**config.mk**
```make
export PLATFORM = sky130hd
export DESIGN_NAME = drv_fault_supervisor
export DESIGN_NICKNAME = d
export VERILOG_FILES = /design/src/rtl/drv_sup_pkg.sv /design/src/rtl/sup_sync_bank.sv /design/src/rtl/sup_lockout.sv /design/src/rtl/sup_startup_trap.sv /design/src/rtl/drv_fault_supervisor.sv
export SDC_FILE = /design/constraint.sdc
export NUM_CORES = 1
export LEC_CHECK = 0
export ABC_AREA = 1
export BUFFER_PORTS_ARGS = -buffer_cell sky130_fd_sc_hd__clkbuf_2
export CAP_MARGIN = 20
export CORE_MARGIN = 8
export CORE_UTILIZATION = 23
export CTS_BUF_LIST = sky130_fd_sc_hd__clkbuf_8
export DETAILED_ROUTE_END_ITERATION = 16
export SYNTH_ARGS = -nofsm -noshare
export SYNTH_HDL_FRONTEND = slang
export SYNTH_SLANG_ARGS = --single-unit
```
**constraint.sdc**
```tcl
create_clock -name clk -period 0.8 [get_ports clk]
set_input_delay 0 -clock clk [delete_from_list [all_inputs] [get_ports clk]]
set_output_delay 0 -clock clk [all_outputs]
set_load 0.02 [all_outputs]
```
**src/rtl/drv_sup_pkg.sv**
```systemverilog
package drv_sup_pkg;

   localparam int unsigned FLAG_COUNT = 5;

   typedef struct packed {
      logic en_high;
      logic sw_high;
      logic ss_high;
      logic hyst_low;
      logic start_ok;
   } sup_flags_t;

endpackage

```
**src/rtl/sup_sync_bank.sv**
```systemverilog
module sup_sync_bank #(
   parameter int unsigned WIDTH  = 5,
   parameter int unsigned STAGES = 2
) (
   input  logic             clk,
   input  logic             rst_n,
   input  logic [WIDTH-1:0] async_in,
   output logic [WIDTH-1:0] sync_out
);

   localparam int unsigned LAST = STAGES - 1;

   generate
      if (STAGES < 2) begin : g_bad_stages
         $error("sup_sync_bank: STAGES must be at least 2");
      end
      if (WIDTH < 1) begin : g_bad_width
         $error("sup_sync_bank: WIDTH must be at least 1");
      end
   endgenerate

   logic [WIDTH-1:0] chain_q [STAGES];

   generate
      for (genvar s = 0; s < STAGES; s++) begin : g_stage
         if (s == 0) begin : g_first
            always_ff @(posedge clk or negedge rst_n) begin
               if (!rst_n) chain_q[s] <= '0;
               else        chain_q[s] <= async_in;
            end
         end else begin : g_next
            always_ff @(posedge clk or negedge rst_n) begin
               if (!rst_n) chain_q[s] <= '0;
               else        chain_q[s] <= chain_q[s-1];
            end
         end
      end
   endgenerate

   assign sync_out = chain_q[LAST];

endmodule

```
**src/rtl/sup_lockout.sv**
```systemverilog
module sup_lockout (
   input  logic clk,
   input  logic rst_n,
   input  logic start_ok_s,
   input  logic hyst_low_s,
   output logic supply_good
);

   logic locked_q;

   always_ff @(posedge clk or negedge rst_n) begin
      if (!rst_n) begin
         locked_q <= 1'b1;
      end else if (locked_q) begin
         if (start_ok_s && !hyst_low_s) locked_q <= 1'b0;
      end else if (hyst_low_s) begin
         locked_q <= 1'b1;
      end
   end

   assign supply_good = !locked_q;

endmodule

```
**src/rtl/sup_startup_trap.sv**
```systemverilog
module sup_startup_trap (
   input  logic clk,
   input  logic rst_n,
   input  logic supply_good,
   input  logic ss_high_s,
   input  logic sw_high_s,
   output logic trap_q
);

   always_ff @(posedge clk or negedge rst_n) begin
      if (!rst_n) begin
         trap_q <= 1'b0;
      end else if (!supply_good) begin
         trap_q <= 1'b0;
      end else if (ss_high_s && sw_high_s) begin
         trap_q <= 1'b1;
      end
   end

endmodule

```
**src/rtl/drv_fault_supervisor.sv**
```systemverilog
module drv_fault_supervisor #(
   parameter int unsigned SYNC_STAGES = 2
) (
   input  logic clk,
   input  logic rst_n,
   input  logic vin_start_raw,
   input  logic vin_hyst_low_raw,
   input  logic ss_high_raw,
   input  logic sw_high_raw,
   input  logic en_line_in,
   output logic run_ok,
   output logic force_low_on,
   output logic fault_latched,
   output logic en_pull_low
);
   import drv_sup_pkg::*;

   sup_flags_t raw_flags;
   sup_flags_t sync_flags;
   logic       supply_good;
   logic       trap_q;
   logic       pull_q;

   assign raw_flags.start_ok = vin_start_raw;
   assign raw_flags.hyst_low = vin_hyst_low_raw;
   assign raw_flags.ss_high  = ss_high_raw;
   assign raw_flags.sw_high  = sw_high_raw;
   assign raw_flags.en_high  = en_line_in;

   sup_sync_bank #(
      .WIDTH (FLAG_COUNT),
      .STAGES(SYNC_STAGES)
   ) u_sync (
      .clk     (clk),
      .rst_n   (rst_n),
      .async_in(raw_flags),
      .sync_out(sync_flags)
   );

   sup_lockout u_lock (
      .clk        (clk),
      .rst_n      (rst_n),
      .start_ok_s (sync_flags.start_ok),
      .hyst_low_s (sync_flags.hyst_low),
      .supply_good(supply_good)
   );

   sup_startup_trap u_trap (
      .clk        (clk),
      .rst_n      (rst_n),
      .supply_good(supply_good),
      .ss_high_s  (sync_flags.ss_high),
      .sw_high_s  (sync_flags.sw_high),
      .trap_q     (trap_q)
   );

   always_ff @(posedge clk or negedge rst_n) begin
      if (!rst_n) pull_q <= 1'b1;
      else        pull_q <= !supply_good || trap_q;
   end

   assign run_ok        = supply_good && !trap_q && sync_flags.en_high;
   assign force_low_on  = trap_q;
   assign fault_latched = trap_q;
   assign en_pull_low   = pull_q;

endmodule

```
==> results of run 1 <==
-- registers in the layout, summed over array words and instances, names as in the netlist --
| signal | count |
|---|---|
| u_lock.locked_q | 1 |
| u_sync.sync_out | 5 |
| en_pull_low | 1 |
| u_trap.trap_q | 1 |
| u_sync.chain_q | 5 |
-- cell families (layout without fill, tap and decap cells) --
kind of cell / after synthesis / after routing / share of synthesized area
AND/OR/NAND/NOR: 3 / 3 / 0.0433
flip-flops: 13 / 13 / 0.873
buffers and inverters: 4 / 25 / 0.0500
AO/OA/AOI/OAI: 2 / 2 / 0.0333
-- stage by stage --
step                worst slack (ns)  area [sq um]  std cells
floorplan                     0.0417           380         22
global placement            -0.00420           443         47
detailed placement           -0.0156           443         47
CTS                           -0.279           591         59
global route                  -0.281           599         59
finish                        -0.250           599         59
-- layout make-up --
| cell class | instances | area [sq um] | share of cell area |
|---|---|---|---|
| Clock buffer | 3 | 41.3 | 0.0689 |
| Inverter | 3 | 11.3 | 0.0188 |
| Sequential cell | 13 | 328 | 0.547 |
| Clock inverter | 1 | 5.00 | 0.00835 |
| Multi-Input combinational cell | 5 | 33.8 | 0.0564 |
| Timing Repair Buffer | 18 | 160 | 0.267 |
| Tap cell | 16 | 20.0 | 0.0334 |
-- placed cells by master (no fill, tap or decap) --
cell                            Yosys  routed
sky130_fd_sc_hd__inv_1              2       2
sky130_fd_sc_hd__clkinv_2           0       1
sky130_fd_sc_hd__clkbuf_2           0       6
sky130_fd_sc_hd__buf_6              0       1
sky130_fd_sc_hd__dfstp_2            2       2
sky130_fd_sc_hd__clkbuf_8           0       4
sky130_fd_sc_hd__nor2_4             0       1
sky130_fd_sc_hd__a21oi_1            1       1
sky130_fd_sc_hd__dlygate4sd3_1      0       6
sky130_fd_sc_hd__buf_4              1       2
sky130_fd_sc_hd__buf_8              0       2
sky130_fd_sc_hd__inv_2              1       1
sky130_fd_sc_hd__nand2_1            1       1
sky130_fd_sc_hd__o21bai_1           1       1
sky130_fd_sc_hd__nand2_2            1       1
sky130_fd_sc_hd__dfrtp_1           11      11
-- where the power goes --
group / internal [mW] / leakage (nW) / switching (mW)
sequential: 0.699 / 0.151 / 0.0122
clock: 0.343 / 0.0255 / 0.228
combinational: 0.0715 / 0.112 / 0.0556
-- path summary, 6_finish.rpt --
| check | from | end | cells after the start |
|---|---|---|---|
| max | u_lock.locked_q$_DFF_PN1_ | run_ok | 4 |
| min | rst_n | u_trap.trap_q$_DFFE_PN0P_ | 2 |
| max reg2reg | u_lock.locked_q$_DFF_PN1_ | u_lock.locked_q$_DFF_PN1_ | 3 |
| min reg2reg | u_sync.chain_q[7]$_DFF_PN0_ | u_sync.sync_out[2]$_DFF_PN0_ | 0 |
| max in group asynchronous | rst_n | u_lock.locked_q$_DFF_PN1_ | 2 |
| min in group clk | u_sync.chain_q[7]$_DFF_PN0_ | u_sync.sync_out[2]$_DFF_PN0_ | 0 |
-- worst reg2reg max path, stage by stage, from the launching register on --
cell,delay [ns]
sky130_fd_sc_hd__dfstp_2,0.53
sky130_fd_sc_hd__inv_2,0.04
sky130_fd_sc_hd__buf_4,0.12
sky130_fd_sc_hd__o21bai_1,0.14
-- layer usage --
layer | share of wire | vias up | track usage | routed length, um
met1 | 0.37 | 106 | 0.0342 | 233
met2 | 0.48 | 14 | 0.0713 | 305
met5 | 0 | - | 0 | 0
li1 | - | 105 | - | -
met3 | 0.13 | 3 | 0.0562 | 84
met4 | 0.013 | 0 | 0.0206 | 8
-- repair_timing --
action | 4_1_cts | 5_1_grt
hold endpoints to repair | 18 | 0
resized for setup | 6 | 5
setup endpoints to repair | 3 | 5
hold buffers | 6 | 0
buffers inserted | 2 | 1
pin swaps | 0 | 1
==> summary.txt, run 1 <==
Run status
  – Outcome: finished with violations
  – Violated checks: negative setup slack

Pwr
  – Lkg Pwr: about 0.29 nW
  – Maximum resistive drop on vdd: about 0.0016 V
  – Post-route total power: about 1.4 mW
  – Ratio of total power to cell area: between 2000 and 2500 nW/um^2

Routing
  – Antenna viol nets, final: 0
  – Detailed-routing iteration count for the pre-antenna-repair pass: 2
  – WL/cell: 10.7 um
  – Detail-routed via count per cell: between 3 and 4
  – Via count of the routed design: 228
  – Final WL: around 630 um
  – DR iter-0 viols: 1
  – Count of unresolved DRC violations after routing: 0

Setup path
  – Start-to-end type of the worst setup path: flop to output pin
  – Arrival time at the worst endpoint: 1.05 ns
  – Buf+Inv Stages, Crit Path: 2
  – R2R setup slack: -0.10 ns
  – Worst path top cell family by delay: flip-flops
  – Crit-path cells: inv_2, nand2_2, nor2_4, buf_8
  – Peak fanout along the critical path: 2
  – Required time at the worst-slack endpoint: 0.80 ns
  – Slowest CP cell: sky130_fd_sc_hd__dfstp_2
  – Worst Setup End Kind: output pin
  – CP max stage delay: 0.53 ns
  – Critical path launch point type: flop

Finish
  – Signed area change from the synthesized netlist to the final layout: 59.7%
  – Count of antenna diodes in the layout: 0
  – Final design utilization: 0.393
  – Fill cell count: 137
  – Share of post-route cells with drive strength above 1: 0.488
  – Number of nets in the layout: 51

Timing
  – Worst hold slack: ~0.18 ns
  – Final critical delay including setup and external delays: ~1.0 ns
  – Worst slew pin tran: ~0.31 ns
  – Count of endpoints failing hold in the final timing report: 0
  – Max-slew violation count: 0
  – FMAX: approximately 0.95 GHz
  – Endpoints failing setup: 5
  – Setup TNS after final layout: -0.597 ns
  – Final worst path period share: 1.31
  – Unrepaired setup endpoints after global routing: true
  – Maximum clock skew at final layout: 0.00342 ns
  – Minimum setup slack in the final design: -0.250 ns
  – Headroom to the max-slew limit: 0.795

Floorplanning
  – Number of I/O pins: 11
  – Overall die area: 3180 sq um
  – Effective utilization at floorplan: 0.246
  – Rows: 14
  – Die width: around 56 um
  – Floorplan die height: about 56 um
  – Area of the placeable core: 1520 sq um

Clock network
  – Worst-Skew Late Latency: about 0.24 ns
  – CTS tree: built
  – Clock transition at the registers of the reported paths: 0.05 ns
  – Clock net sink count: 13
  – # H-tree levels: 1
  – Inserted Clock Buffers: 3
  – Root Buffer: sky130_fd_sc_hd__clkbuf_8
  – Max Buffers Root-to-Sink: 2

Yosys
  – Library cell with the highest instance count after synthesis: sky130_fd_sc_hd__dfrtp_1
  – Dominant cells by area after synthesis: sky130_fd_sc_hd__dfrtp_1 (73%), sky130_fd_sc_hd__dfstp_2 (14%), sky130_fd_sc_hd__buf_4 (2.0%)
  – Synth async-reset ratio: 1.00
  – Mapped Area: about 380 sq um
  – Share of the synthesized area in the top cell type: 0.733
  – Leading area contributor after synthesis: sky130_fd_sc_hd__dfrtp_1
  – Number of enable-type register cells in the synthesized netlist: 0
  – Top flip-flop cell by instance count after synthesis: sky130_fd_sc_hd__dfrtp_1
  – Number of storage elements in the synthesis netlist: 13
  – Number of library cell types mapped by synthesis: 10
  – Post-synth top cells: sky130_fd_sc_hd__dfrtp_1 (11), sky130_fd_sc_hd__dfstp_2 (2), sky130_fd_sc_hd__inv_1 (2)
  – Number of warnings issued by yosys: 0
  – Post-synthesis cell count: 22
  – Synthesized net count: 29
  – Sequential area share after synthesis: 0.873
  – Post-synthesis area per instance: between 15 and 20 sq um

Min path
  – Min-Delay Path Class: input port to async pin

Global routing
  – Antenna violations before repair: 0
  – Total congestion overflow after global routing: 0
  – Maximum number of pins on one net before global-route repair: 14
  – All-layer global routing usage: 0.0467
  – Via count of the first global-routing pass: 257
  – First-pass GRT wire length: between 1000 and 1500 um

Placement
  – Placer's final routability congestion estimate: roughly 0.61
  – Number of port buffers: 10

Job
  – Max-cap check violation count: 0
No activity file was read; power rests on OpenSTA's default activity.
==> inputs of run 2 (changes only) <==
Settings changed: BUFFER_PORTS_ARGS -buffer_cell sky130_fd_sc_hd__clkbuf_2 to default, DONT_BUFFER_PORTS from default to 1, SKIP_LAST_GASP from default to 1.
==> run 2 against run 1 <==
Effect of this change:
- the flow still finishes with violations (negative setup slack)
- final cell count down 14%
- register-to-register slack is essentially flat
- combinational power fell by 27%
- worst hold slack improved by 0.0054 ns
- utilization is 4.0 points lower
- die area is the same
- critical endpoint unchanged
- highest routed layer is now met3
==> summary.txt, run 2 (synthesis gave the netlist of run 1 again) <==
Run status
  – Outcome: finished with violations
  – Violated checks: negative setup slack

Timing
  – Unrepaired setup endpoints after global routing: true
  – Headroom to the max-slew limit: 0.633
  – Worst hold slack: 0.186 ns
  – Final critical delay including setup and external delays: about 0.95 ns
  – Worst slew pin tran: 0.549 ns
  – Endpoints failing setup: 5
  – Final worst path period share: 1.18
  – FMAX: approximately 1.1 GHz
  – Maximum clock skew at final layout: about 0.0019 ns
  – Count of endpoints failing hold in the final timing report: 0
  – Minimum setup slack in the final design: -0.148 ns
  – Max-slew violation count: 0

Floorplanning
  – Rows: 14
  – Number of I/O pins: 11
  – Area of the placeable core: roughly 1500 sq um
  – Effective utilization at floorplan: 0.246
  – Floorplan die height: 56.4 um
  – Overall die area: 3180 sq um
  – Die width: 56.4 um

Setup path
  – CP max stage delay: 0.53 ns
  – Worst Setup End Kind: output pin
  – Peak fanout along the critical path: 2
  – Required time at the worst-slack endpoint: roughly 0.80 ns
  – Arrival time at the worst endpoint: around 0.95 ns
  – Reg-to-reg critical path startpoint: u_lock.locked_q$_DFF_PN1_
  – Cell depth of the worst flop-to-flop path: 4
  – Reg-to-reg endpoint: en_pull_low$_DFF_PN1_
  – Buf+Inv Stages, Crit Path: 1
  – Slowest CP cell: sky130_fd_sc_hd__dfstp_2
  – Crit-path cells: inv_2, nand2_4, nor2_4
  – Start-to-end type of the worst setup path: flop to output pin
  – R2R setup slack: -0.09 ns
  – Worst path top cell family by delay: flip-flops
  – Critical path launch point type: flop

Finish
  – Count of antenna diodes in the layout: 0
  – Number of nets in the layout: between 40 and 50
  – Signed area change from the synthesized netlist to the final layout: 43.3%
  – Fill cell count: ~130
  – Most common cell after layout, fill and taps aside: sky130_fd_sc_hd__dfrtp_1
  – Final design utilization: 0.353
  – Most used cells in the layout excluding fill and tap cells: sky130_fd_sc_hd__dfrtp_1 (11), sky130_fd_sc_hd__dlygate4sd3_1 (6), sky130_fd_sc_hd__clkbuf_8 (3), sky130_fd_sc_hd__buf_4 (3)
  – Final instance area: 538 sq um
  – Share of post-route cells with drive strength above 1: 0.400

Placement
  – Standard cell area after detailed placement: approximately 400 sq um
  – Placer's final routability congestion estimate: between 0.5 and 0.6
  – Number of port buffers: 0
  – Final HPWL DP: ~350 um

Job
  – Max-cap check violation count: 0

Pwr
  – Ratio of total power to cell area: around 2600 nW/um^2
  – Post-route total power: ~1.4 mW
  – Lkg Pwr: between 0.2 and 0.25 nW
  – Maximum resistive drop on vdd: between 0.0009 and 0.001 V

Routing
  – Detailed-routing iteration count for the pre-antenna-repair pass: 1
  – DR iter-0 viols: 0
  – Count of unresolved DRC violations after routing: 0
  – Final WL: around 530 um
  – WL/cell: 10.3 um
  – Detail-routed via count per cell: about 3.9
  – Via count of the routed design: about 200
  – Antenna viol nets, final: 0

Clock network
  – Root Buffer: sky130_fd_sc_hd__clkbuf_8
  – # H-tree levels: 1
  – Clock transition at the registers of the reported paths: roughly 0.050 ns
  – Max Buffers Root-to-Sink: 2
  – Clock net sink count: 13
  – CTS tree: built
  – Inserted Clock Buffers: 3
  – Worst-Skew Late Latency: ~0.24 ns

Min path
  – Min-Delay Path Class: input port to async pin

Global routing
  – First-pass GRT wire length: around 900 um
  – Total congestion overflow after global routing: 0
  – Antenna violations before repair: 0
  – Maximum number of pins on one net before global-route repair: 14
  – Via count of the first global-routing pass: ~220
  – All-layer global routing usage: 0.0403
-- run 2: per-layer routing --
layer  track usage  vias up  part of all wire
met2        0.0555       15              0.43
met4        0.0206        0                 0
met3        0.0494        0              0.16
met5             0        -                 0
li1              -       91                 -
met1        0.0329       95              0.40
-- run 2: power by group --
part | leakage [nW] | internal [mW] | switching (mW)
logic | 0.0714 | 0.0470 | 0.0452
registers | 0.151 | 0.700 | 0.0162
clock network | 0.0255 | 0.343 | 0.226
total | 0.248 | 1.09 | 0.288
-- run 2: how the worst max path moves through the flow --
stage | cells past startpoint | from | to
after floorplan | 3 | u_trap.trap_q$_DFFE_PN0P_ | run_ok
after global placement | 2 | u_lock.locked_q$_DFF_PN1_ | u_lock.locked_q$_DFF_PN1_
after detailed placement | 2 | u_lock.locked_q$_DFF_PN1_ | u_lock.locked_q$_DFF_PN1_
after CTS | 3 | u_lock.locked_q$_DFF_PN1_ | run_ok
after global routing | 3 | u_trap.trap_q$_DFFE_PN0P_ | run_ok
final | 3 | u_lock.locked_q$_DFF_PN1_ | run_ok
-- run 2: area by class of cell --
cell class / instances / area (sq um) / share of cell area
clock buffers: 3 / 41.3 / 0.0767
clock inverters: 1 / 5.00 / 0.00930
inverters: 3 / 11.3 / 0.0209
multi-input cells: 5 / 38.8 / 0.0721
flip-flops and latches: 13 / 328 / 0.609
well taps: 16 / 20.0 / 0.0372
repair buffers: 10 / 93.8 / 0.174
-- run 2: worst reg2reg max path, cell delays in order (launching register included) --
cell	delay, ns
sky130_fd_sc_hd__dfstp_2	0.53
sky130_fd_sc_hd__inv_2	0.05
sky130_fd_sc_hd__nand2_4	0.07
sky130_fd_sc_hd__buf_4	0.10
sky130_fd_sc_hd__buf_4	0.09
-- run 2: stage by stage --
step,instances,TNS (ns),setup WS [ns]
final,51,-0.466,-0.148
after global routing,51,-0.673,-0.189
after CTS,49,-0.213,-0.155
after detailed placement,38,0,0.0539
after global placement,38,0,0.0668
after floorplan,22,0,0.0417
-- run 2: repair_timing --
item,4_1_cts,5_1_grt
endpoints found under the hold margin,18,0
buffers inserted,1,2
hold buffers,6,0
setup endpoints to repair,4,6
gates resized for setup,0,3
pin swaps,0,3
==> inputs of run 3 (changes only) <==
Settings changed: CORE_AREA from default to 8 8 45 47, CORE_MARGIN 8 to default, CORE_UTILIZATION 23 to default, CTS_BUF_LIST sky130_fd_sc_hd__clkbuf_8 to sky130_fd_sc_hd__clkbuf_4 sky130_fd_sc_hd__clkbuf_8, DIE_AREA from default to 0 0 53 55.
==> run 3 against run 2 <==
Effect of this change:
- the run still ends with negative setup slack left
- worst hold slack worse by 0.038 ns
- utilization is 2.2 points higher
- critical path depth stayed put
- first-iteration DRC count stayed put
- final area is 3.5% lower
- highest routed layer is now met4
- sequential share of layout area is 2.2 points higher
- register-to-register slack hardly changed
- total power is 13% lower
==> summary.txt, run 3 (synthesis gave the netlist of run 1 again) <==
Run status
  – Outcome: finished with violations
  – Violated checks: negative setup slack

Routing
  – Final WL: ~590 um
  – Antenna viol nets, final: 0
  – Detailed-routing iteration count for the pre-antenna-repair pass: 1
  – DR iter-0 viols: 0
  – Via count of the routed design: approximately 200
  – WL/cell: 11.5 um
  – Detail-routed via count per cell: ~4
  – Count of unresolved DRC violations after routing: 0

Timing
  – FMAX: 1.02 GHz
  – Final critical delay including setup and external delays: slightly below 1 ns
  – Maximum clock skew at final layout: roughly 0.0055 ns
  – Final worst path period share: 1.22
  – Count of endpoints failing hold in the final timing report: 0
  – Unrepaired setup endpoints after global routing: true
  – Max-slew violation count: 0
  – Headroom to the max-slew limit: 0.632
  – Endpoints failing setup: 6
  – Worst slew pin tran: approximately 0.55 ns
  – Minimum setup slack in the final design: -0.177 ns

Placement
  – Placed Instances: 38
  – Placer's final routability congestion estimate: approximately 0.59
  – Worst setup timing slack at the placement stage: 0.0547 ns
  – Standard cell area after detailed placement: roughly 400 sq um
  – Final HPWL DP: 387 um
  – Number of port buffers: 0

Global routing
  – Via count of the first global-routing pass: approximately 220
  – Total congestion overflow after global routing: 0
  – Maximum number of pins on one net before global-route repair: 14
  – First-pass GRT wire length: 931 um
  – All-layer global routing usage: 0.0510
  – Antenna violations before repair: 0

Finish
  – Most used cells in the layout excluding fill and tap cells: sky130_fd_sc_hd__dfrtp_1 (11), sky130_fd_sc_hd__dlygate4sd3_1 (6), sky130_fd_sc_hd__clkbuf_4 (3), sky130_fd_sc_hd__buf_4 (3)
  – Share of post-route cells with drive strength above 1: 0.400
  – Number of nets in the layout: 43
  – Final design utilization: 0.375
  – Most common cell after layout, fill and taps aside: sky130_fd_sc_hd__dfrtp_1
  – Final Non-Filler Cells: just over 50
  – Signed area change from the synthesized netlist to the final layout: 38.3%
  – Fill cell count: around 130
  – Count of antenna diodes in the layout: 0
  – Final instance area: 519 sq um

Pwr
  – Maximum resistive drop on vdd: ~0.0011 V
  – Switching fraction of total power: 0.221
  – Ratio of total power to cell area: ~2300 nW/um^2
  – Share of total power in sequential cells: 0.598
  – Lkg Pwr: 0.241 nW
  – Reported net switching power: between 200 and 300 uW
  – Clock Power Share: 0.323
  – Gate power share: 0.078
  – Int Power: 931 uW

Floorplanning
  – Rows: 14
  – Effective utilization at floorplan: 0.271
  – Area of the placeable core: between 1000 and 1500 sq um
  – Die width: between 50 and 60 um
  – Number of I/O pins: 11
  – Floorplan die height: 55 um
  – Overall die area: just under 3000 sq um

Clock network
  – Worst-Skew Late Latency: around 0.27 ns
  – CTS tree: built
  – Max Buffers Root-to-Sink: 2
  – Inserted Clock Buffers: 3
  – # H-tree levels: 1
  – Clock transition at the registers of the reported paths: 0.08 ns
  – Clock net sink count: 13
  – Root Buffer: sky130_fd_sc_hd__clkbuf_4

Setup path
  – Critical path launch point type: flop
  – Required time at the worst-slack endpoint: ~0.8 ns
  – Worst Setup End Kind: output pin
  – Peak fanout along the critical path: 2
  – Arrival time at the worst endpoint: just under 1 ns
  – Start-to-end type of the worst setup path: flop to output pin

Min path
  – Min-Delay Path Class: input port to async pin

Job
  – Max-cap check violation count: 0
[run 3: cell counts in the layout (fill, tap and decap cells not counted)]
Identical to the previous run, type by type.
[run 3: power groups by stage]
stage                     Combinational, mW  Sequential, mW  Clock [mW]
final                                0.0934           0.715       0.387
after global routing                  0.103           0.719       0.438
after CTS                            0.0777           0.716       0.406
after detailed placement             0.0376           0.729           0
after global placement               0.0362           0.726           0
after floorplan                      0.0297           0.728           0
[run 3: final timing paths]
check | from | end | slack, ns | cells after the start
max | u_trap.trap_q$_DFFE_PN0P_ | run_ok | -0.18 | 3
min reg2reg | u_sync.chain_q[9]$_DFF_PN0_ | u_sync.sync_out[4]$_DFF_PN0_ | 0.35 | 0
min in group clk | ss_high_raw | u_sync.chain_q[7]$_DFF_PN0_ | 0.28 | 1
min | rst_n | u_trap.trap_q$_DFFE_PN0P_ | 0.15 | 1
max reg2reg | u_lock.locked_q$_DFF_PN1_ | u_lock.locked_q$_DFF_PN1_ | -0.08 | 3
max in group asynchronous | rst_n | u_sync.sync_out[3]$_DFF_PN0_ | 0.29 | 1
[run 3: routing by layer]
layer	wire length [um]	up-vias	GRT usage
met3	97	2	0.0535
met4	9	0	0.0517
met1	192	98	0.0332
met2	289	12	0.0762
met5	0	-	0
li1	-	92	-
[run 3: layout make-up]
class | instances | area, sq um | area share
sequential | 13 | 328 | 0.631
inverter | 3 | 11.3 | 0.0217
timing repair buffer | 10 | 93.8 | 0.181
tap | 16 | 20.0 | 0.0386
clock inverter | 1 | 5.00 | 0.00964
multi-input combinational | 5 | 38.8 | 0.0747
clock buffer | 3 | 22.5 | 0.0434
[run 3: through the flow]
stage,setup TNS [ns],hold slack [ns],power (mW)
final,-0.510,0.148,1.20
after global routing,-0.767,0.192,1.26
after CTS,-0.401,0.169,1.20
after detailed placement,0,-0.295,0.767
after global placement,0,-0.295,0.762
after floorplan,0,-0.296,0.758
[run 3: timing repair]
item / in CTS / in global routing
pin swaps: 0 / 1
setup endpoints to repair: 4 / 5
resized for setup: 0 / 3
hold buffers: 6 / 0
cloned: 0 / 0
hold endpoints to repair: 18 / 0
setup buffers: 1 / 2
[run 3: worst max-delay path: stages, from the launching register on]
cell                      delay [ns]
sky130_fd_sc_hd__dfrtp_1        0.40
sky130_fd_sc_hd__inv_2          0.08
sky130_fd_sc_hd__nand2_4        0.06
sky130_fd_sc_hd__nor2_4         0.17
